File: src/rtl/seg_xlate_pkg.sv
package seg_xlate_pkg;

    localparam int SEL_W      = 16;
    localparam int ADDR_W     = 32;
    localparam int IDX_W      = 13;
    localparam int RPL_W      = 2;
    localparam int DESC_BYTES = 8;
    localparam int WORD_BYTES = 4;
    localparam int DESC_SHIFT = $clog2(DESC_BYTES);
    localparam int PAD_W      = ADDR_W - IDX_W - DESC_SHIFT;

    typedef struct packed {
        logic [IDX_W-1:0] index;
        logic             ti;
        logic [RPL_W-1:0] rpl;
    } sel_t;

    typedef struct packed {
        logic [ADDR_W-1:0] base;
        logic [ADDR_W-1:0] limit;
    } desc_t;

    typedef enum logic [2:0] {
        ST_IDLE,
        ST_RD_BASE,
        ST_WT_BASE,
        ST_RD_LIM,
        ST_WT_LIM,
        ST_CHECK
    } fetch_st_e;

    function automatic logic [ADDR_W-1:0] desc_addr(
        input logic [ADDR_W-1:0] tbase,
        input logic [IDX_W-1:0]  index
    );
        logic [ADDR_W-1:0] scaled;
        scaled = {{PAD_W{1'b0}}, index, {DESC_SHIFT{1'b0}}};
        return tbase + scaled;
    endfunction

    function automatic logic offset_legal(
        input logic [ADDR_W-1:0] off,
        input logic [ADDR_W-1:0] limit
    );
        return off < limit;
    endfunction

endpackage

File: src/rtl/seg_sel_decode.sv
module seg_sel_decode
    import seg_xlate_pkg::*;
(
    input  logic [SEL_W-1:0]  sel_raw,
    input  logic [ADDR_W-1:0] gtab_base,
    input  logic [ADDR_W-1:0] ltab_base,
    output logic [ADDR_W-1:0] daddr,
    output logic [RPL_W-1:0]  rpl
);
    sel_t              sel;
    logic [ADDR_W-1:0] tbase;

    always_comb begin
        sel   = sel_t'(sel_raw);
        tbase = sel.ti ? ltab_base : gtab_base;
        daddr = desc_addr(tbase, sel.index);
        rpl   = sel.rpl;
    end
endmodule

File: src/rtl/seg_desc_fetch.sv
module seg_desc_fetch
    import seg_xlate_pkg::*;
(
    input  logic              clk,
    input  logic              rst,
    input  logic              start,
    input  logic [ADDR_W-1:0] daddr,
    output logic              busy,
    output logic              mem_rd,
    output logic [ADDR_W-1:0] mem_addr,
    input  logic              mem_rvalid,
    input  logic [ADDR_W-1:0] mem_rdata,
    output logic              words_ready,
    output desc_t             desc
);
    localparam logic [ADDR_W-1:0] LIM_STEP = ADDR_W'(WORD_BYTES);

    fetch_st_e         st_q, st_d;
    logic [ADDR_W-1:0] addr_q;
    desc_t             desc_q;

    always_comb begin
        st_d = st_q;
        case (st_q)
            ST_IDLE:    if (start) st_d = ST_RD_BASE;
            ST_RD_BASE: st_d = ST_WT_BASE;
            ST_WT_BASE: if (mem_rvalid) st_d = ST_RD_LIM;
            ST_RD_LIM:  st_d = ST_WT_LIM;
            ST_WT_LIM:  if (mem_rvalid) st_d = ST_CHECK;
            ST_CHECK:   st_d = ST_IDLE;
            default:    st_d = ST_IDLE;
        endcase
    end

    always_ff @(posedge clk) begin
        if (rst) begin
            st_q   <= ST_IDLE;
            addr_q <= '0;
            desc_q <= '0;
        end else begin
            st_q <= st_d;
            if (st_q == ST_IDLE && start) begin
                addr_q <= daddr;
            end
            if (st_q == ST_WT_BASE && mem_rvalid) begin
                desc_q.base <= mem_rdata;
            end
            if (st_q == ST_WT_LIM && mem_rvalid) begin
                desc_q.limit <= mem_rdata;
            end
        end
    end

    always_comb begin
        busy        = (st_q != ST_IDLE);
        mem_rd      = (st_q == ST_RD_BASE) || (st_q == ST_RD_LIM);
        mem_addr    = (st_q == ST_RD_LIM) ? addr_q + LIM_STEP : addr_q;
        words_ready = (st_q == ST_CHECK);
        desc        = desc_q;
    end
endmodule

File: src/rtl/seg_limit_check.sv
module seg_limit_check
    import seg_xlate_pkg::*;
(
    input  logic              clk,
    input  logic              rst,
    input  logic              fire,
    input  logic [ADDR_W-1:0] off,
    input  desc_t             desc,
    input  logic [RPL_W-1:0]  rpl_in,
    output logic [ADDR_W-1:0] lin_addr,
    output logic              done,
    output logic              fault,
    output logic [RPL_W-1:0]  rpl_out
);
    logic              legal;
    logic [ADDR_W-1:0] sum;

    always_comb begin
        legal = offset_legal(off, desc.limit);
        sum   = desc.base + off;
    end

    always_ff @(posedge clk) begin
        if (rst) begin
            lin_addr <= '0;
            done     <= 1'b0;
            fault    <= 1'b0;
            rpl_out  <= '0;
        end else begin
            done  <= fire;
            fault <= fire && !legal;
            if (fire) begin
                lin_addr <= legal ? sum : '0;
                rpl_out  <= rpl_in;
            end
        end
    end
endmodule

File: src/rtl/seg_xlate_unit.sv
module seg_xlate_unit
    import seg_xlate_pkg::*;
(
    input  logic              clk,
    input  logic              rst,
    input  logic              req_valid,
    input  logic [SEL_W-1:0]  req_sel,
    input  logic [ADDR_W-1:0] req_off,
    input  logic [ADDR_W-1:0] gtab_base,
    input  logic [ADDR_W-1:0] ltab_base,
    output logic              mem_rd,
    output logic [ADDR_W-1:0] mem_addr,
    input  logic              mem_rvalid,
    input  logic [ADDR_W-1:0] mem_rdata,
    output logic [ADDR_W-1:0] lin_addr,
    output logic              done,
    output logic              fault,
    output logic [RPL_W-1:0]  rpl_out
);
    logic [ADDR_W-1:0] daddr;
    logic [RPL_W-1:0]  rpl_dec;
    logic              busy;
    logic              accept;
    logic              words_ready;
    desc_t             desc;
    logic [ADDR_W-1:0] off_q;
    logic [RPL_W-1:0]  rpl_q;

    seg_sel_decode i_dec (
        .sel_raw   (req_sel),
        .gtab_base (gtab_base),
        .ltab_base (ltab_base),
        .daddr     (daddr),
        .rpl       (rpl_dec)
    );

    assign accept = req_valid && !busy;

    always_ff @(posedge clk) begin
        if (rst) begin
            off_q <= '0;
            rpl_q <= '0;
        end else if (accept) begin
            off_q <= req_off;
            rpl_q <= rpl_dec;
        end
    end

    seg_desc_fetch i_fetch (
        .clk         (clk),
        .rst         (rst),
        .start       (accept),
        .daddr       (daddr),
        .busy        (busy),
        .mem_rd      (mem_rd),
        .mem_addr    (mem_addr),
        .mem_rvalid  (mem_rvalid),
        .mem_rdata   (mem_rdata),
        .words_ready (words_ready),
        .desc        (desc)
    );

    seg_limit_check i_chk_lim (
        .clk      (clk),
        .rst      (rst),
        .fire     (words_ready),
        .off      (off_q),
        .desc     (desc),
        .rpl_in   (rpl_q),
        .lin_addr (lin_addr),
        .done     (done),
        .fault    (fault),
        .rpl_out  (rpl_out)
    );
endmodule

File: config.mk
export PLATFORM = sky130hd
export DESIGN_NAME = seg_xlate_unit
export DESIGN_NICKNAME = d
export VERILOG_FILES = /design/src/rtl/seg_xlate_pkg.sv /design/src/rtl/seg_sel_decode.sv /design/src/rtl/seg_desc_fetch.sv /design/src/rtl/seg_limit_check.sv /design/src/rtl/seg_xlate_unit.sv
export SDC_FILE = /design/constraint.sdc
export NUM_CORES = 1
export LEC_CHECK = 0
export BUFFER_PORTS_ARGS = -buffer_cell sky130_fd_sc_hd__buf_2
export CAP_MARGIN = 10
export CORE_MARGIN = 2
export CORE_UTILIZATION = 51
export CTS_CLUSTER_SIZE = 12
export DETAILED_ROUTE_END_ITERATION = 7
export PLACE_DENSITY_LB_ADDON = 0.12
export SLEW_MARGIN = 20
export SYNTH_ARGS = -nofsm -noshare
export SYNTH_HDL_FRONTEND = slang
export SYNTH_HIERARCHICAL = 1
export SYNTH_SLANG_ARGS = --single-unit
File: constraint.sdc
create_clock -name clk -period 3 [get_ports clk]
set_input_delay 0.15 -clock clk [delete_from_list [all_inputs] [get_ports clk]]
set_output_delay 0.15 -clock clk [all_outputs]
set_load 0.02 [all_outputs]
==> results_dict.tcl <==
set metrics [dict create \
    hold-worst-slack_ns 0.0175 \
    yosys_most_used_dff "dfxtp_1" \
    final_util_pct 62.8 \
    dieArea_mm2 0.0228 \
    cp.required_ns 3.29 \
    final_cells 1871 \
    io_buffers 216 \
    hold_viol 0 \
    cts_max_level 4 \
    syn-num-nets 1588 \
    rsz0062_at_grt "false" \
    dp_hpwl_mm 22.4 \
    synth_seq_cells 169 \
    numClockSinks 169 \
    first_global_vias 9722 \
    clk_pin_slew_worst_paths_ns 0.07 \
    peakVddDrop_v 0.000344 \
    critPathCaptureType "flip-flop" \
    syn_avg_cell_area_um2 8.10 \
    grt_pass1_wl_mm 48.6 \
    post-route-period-util_pct 96.7 \
    numCtsBuffers 17 \
    wl_per_cell_um 16.2 \
    yosysSeqAreaShare_pct 30.7 \
    max_freq_ghz 0.345 \
    grt_usage_pct 26.7 \
    synth_edf_count 0 \
    finalWorstSetupSlack_ns 0.100 \
    dpl_worst_slack_ns 0.130 \
    slew_headroom_pct 25.9 \
    fillers 1932 \
    core-area_mm2 0.0212 \
    place_inst 1791 \
    timing.setup.tns_ns 0 \
    synth_cell_types 84 \
    dr_total_vias 10200 \
    power.density_mw_per_mm2 520 \
    syn-cell-area_mm2 0.0110 \
    grt_max_degree 119 \
    antenna_found_initial 3 \
    initial_core_util_pct 52.1 \
    synthCells 1362 \
    cts_buffer_depth 2 \
    overflow 0 \
    maxCapViolCount 0 \
    cts_tree "built" \
    dieHeight_um 151 \
    die_width_um 151 \
    drtPass1Iterations 4 \
    hp-class "in -> reg" \
    row_count 53 \
    final.setup_skew_ns 0.0135 \
    drt_wl_total_mm 30.3 \
    vias_per_cell 5.44 \
    final_antenna_net_count 0 \
    top_level_ports 217 \
    async_flop_share_pct 0 \
    final-setup-viol-count 0 \
    min_period_ns 2.90 \
    drt_iter0_markers 435 \
    path_class "reg -> reg" \
    path_max_fanout 5 \
    syn_to_final_growth_pct 20.4 \
    worst_pin_slew_ns 1.11 \
    leakagePower_uw 0.00544 \
    post_cts_buffers 0 \
    drcViolationCount 0 \
    drive_gt1_share_pct 23.0 \
    nets 1806 \
    status "complete, no violations" \
    cp-start-kind "flip-flop" \
    yosys_warnings 6 \
    drv_slew 0 \
    insertion_delay_ns 0.43 \
    cp_data_arrival_time_ns 3.19 \
    cts_root_buf "clkbuf_16" \
    routabilityCongestion 0.898 \
]
==> per-stage QoR <==
stage          power [uW]  instance area (um^2)
6_report             6910                 13300
5_1_grt              7290                 13300
4_1_cts              6950                 13200
3_5_place_dp         4710                 12200
3_3_place_gp         4680                 12200
2_1_floorplan        4110                 11100
==> cell type report <==
class	instances	area [um^2]	share of cell area, %
multi-input combinational	1058	7040	53.1
sequential	169	3380	25.5
clock buffer	18	429	3.23
inverter	51	191	1.44
tap	275	344	2.59
clock inverter	14	151	1.14
antenna	3	7.51	0.0566
timing repair buffer	283	1720	13.0
==> cell usage in the layout (no fill, tap or decap), types with 42 or more instances in the layout <==
master	netlist	layout
buf_2	6	215
dfxtp_1	169	169
xnor2_1	45	45
nand2_1	260	259
nand2b_1	44	44
ha_1	76	75
dlygate4sd3_1	0	45
inv_1	50	50
a21oi_1	169	168
xor2_1	42	42
==> layer usage <==
layer	GRT usage, %	vias to the layer above	routed length (um)
li1	-	5206	-
met1	35.2	4693	14000
met2	45.0	250	14200
met3	5.24	30	1680
met4	6.50	0	394
met5	0	-	0
==> cell families after synthesis <==
family                   count (synthesis)  synth area share (%)
flip-flops                             169                  30.7
multiplexers                            30                  2.94
adder cells (fa/ha/maj)                 78                  8.99
buffers and inverters                  135                  5.80
XOR/XNOR                                87                  6.91
AO/OA/AOI/OAI                          331                  18.4
AND/OR/NAND/NOR                        532                  26.3
==> power breakdown <==
part	internal, uW	switching [uW]	leakage (uW)
registers	2430	197	0.00137
logic	842	1250	0.00379
clock network	1180	1010	0.000280
==> synth_stat cells (all sizes together) (2+ instances only) <==
library cell,number,area (um^2)
and4,2,17.5
or4,3,30.0
nor3b,2,20.0
a21oi,170,855
or3,3,18.8
a32o,6,61.3
a311oi,2,17.5
o21ai,78,503
xnor2,45,394
or2b,2,17.5
nand2b,55,372
nand4,21,146
a2111oi,3,26.3
o21a,6,52.6
a211oi,12,95.1
nand2,261,982
nor2,41,156
nand3b,3,22.5
o21bai,3,22.5
a31oi,9,56.3
or4b,2,20.0
clkbuf,59,226
nor3,19,110
mux2i,11,110
fa,2,40.0
ha,76,951
and2,5,33.8
nand4bb,34,383
inv,51,191
dfxtp,169,3380
nor4,15,155
nor2b,11,76.3
o31ai,5,37.5
nor4b,4,47.6
and3,8,50.1
a21o,17,128
mux2,19,214
buf,25,221
nand3,36,185
nand4b,3,41.3
xor2,42,368
o211ai,7,52.6
==> worst max-delay path, stage by stage, from the launching register on <==
cell and delay [ns]:
dfxtp_1 0.35, ha_2 0.38, o211ai_1 0.11, o21a_1 0.26, a211oi_2 0.28, nor3b_1 0.13, o41a_1 0.47, or4_1 0.52
a32oi_1 0.21, a31oi_1 0.05
==> final timing paths <==
path	start	end	slack, ns	cells after the start
max reg2reg	off_q[4]$_SDFFE_PP0P_	i_chk_lim/lin_addr[29]$_SDFFE_PP0P_	0.10	9
max	off_q[4]$_SDFFE_PP0P_	i_chk_lim/lin_addr[29]$_SDFFE_PP0P_	0.10	9
min reg2reg	i_chk_lim/lin_addr[15]$_SDFFE_PP0P_	i_chk_lim/lin_addr[15]$_SDFFE_PP0P_	0.45	2
min	req_sel[0]	rpl_q[0]$_SDFFE_PP0P_	0.02	3
==> flip-flops by register name, summed over array words and instances, names as in the netlist, 2 cells and up <==
register,flops
i_fetch/desc,64
i_chk_lim/lin_addr,32
i_fetch/addr_q,32
off_q,32
i_fetch/st_q,3
i_chk_lim/rpl_out,2
rpl_q,2
==> timing repair <==
action	CTS	global route
hold buffers	45	0
resized for setup	0	7
hold endpoints to repair	74	0
endpoints found under the setup margin	0	31
Power figures use the tool's default switching activity.
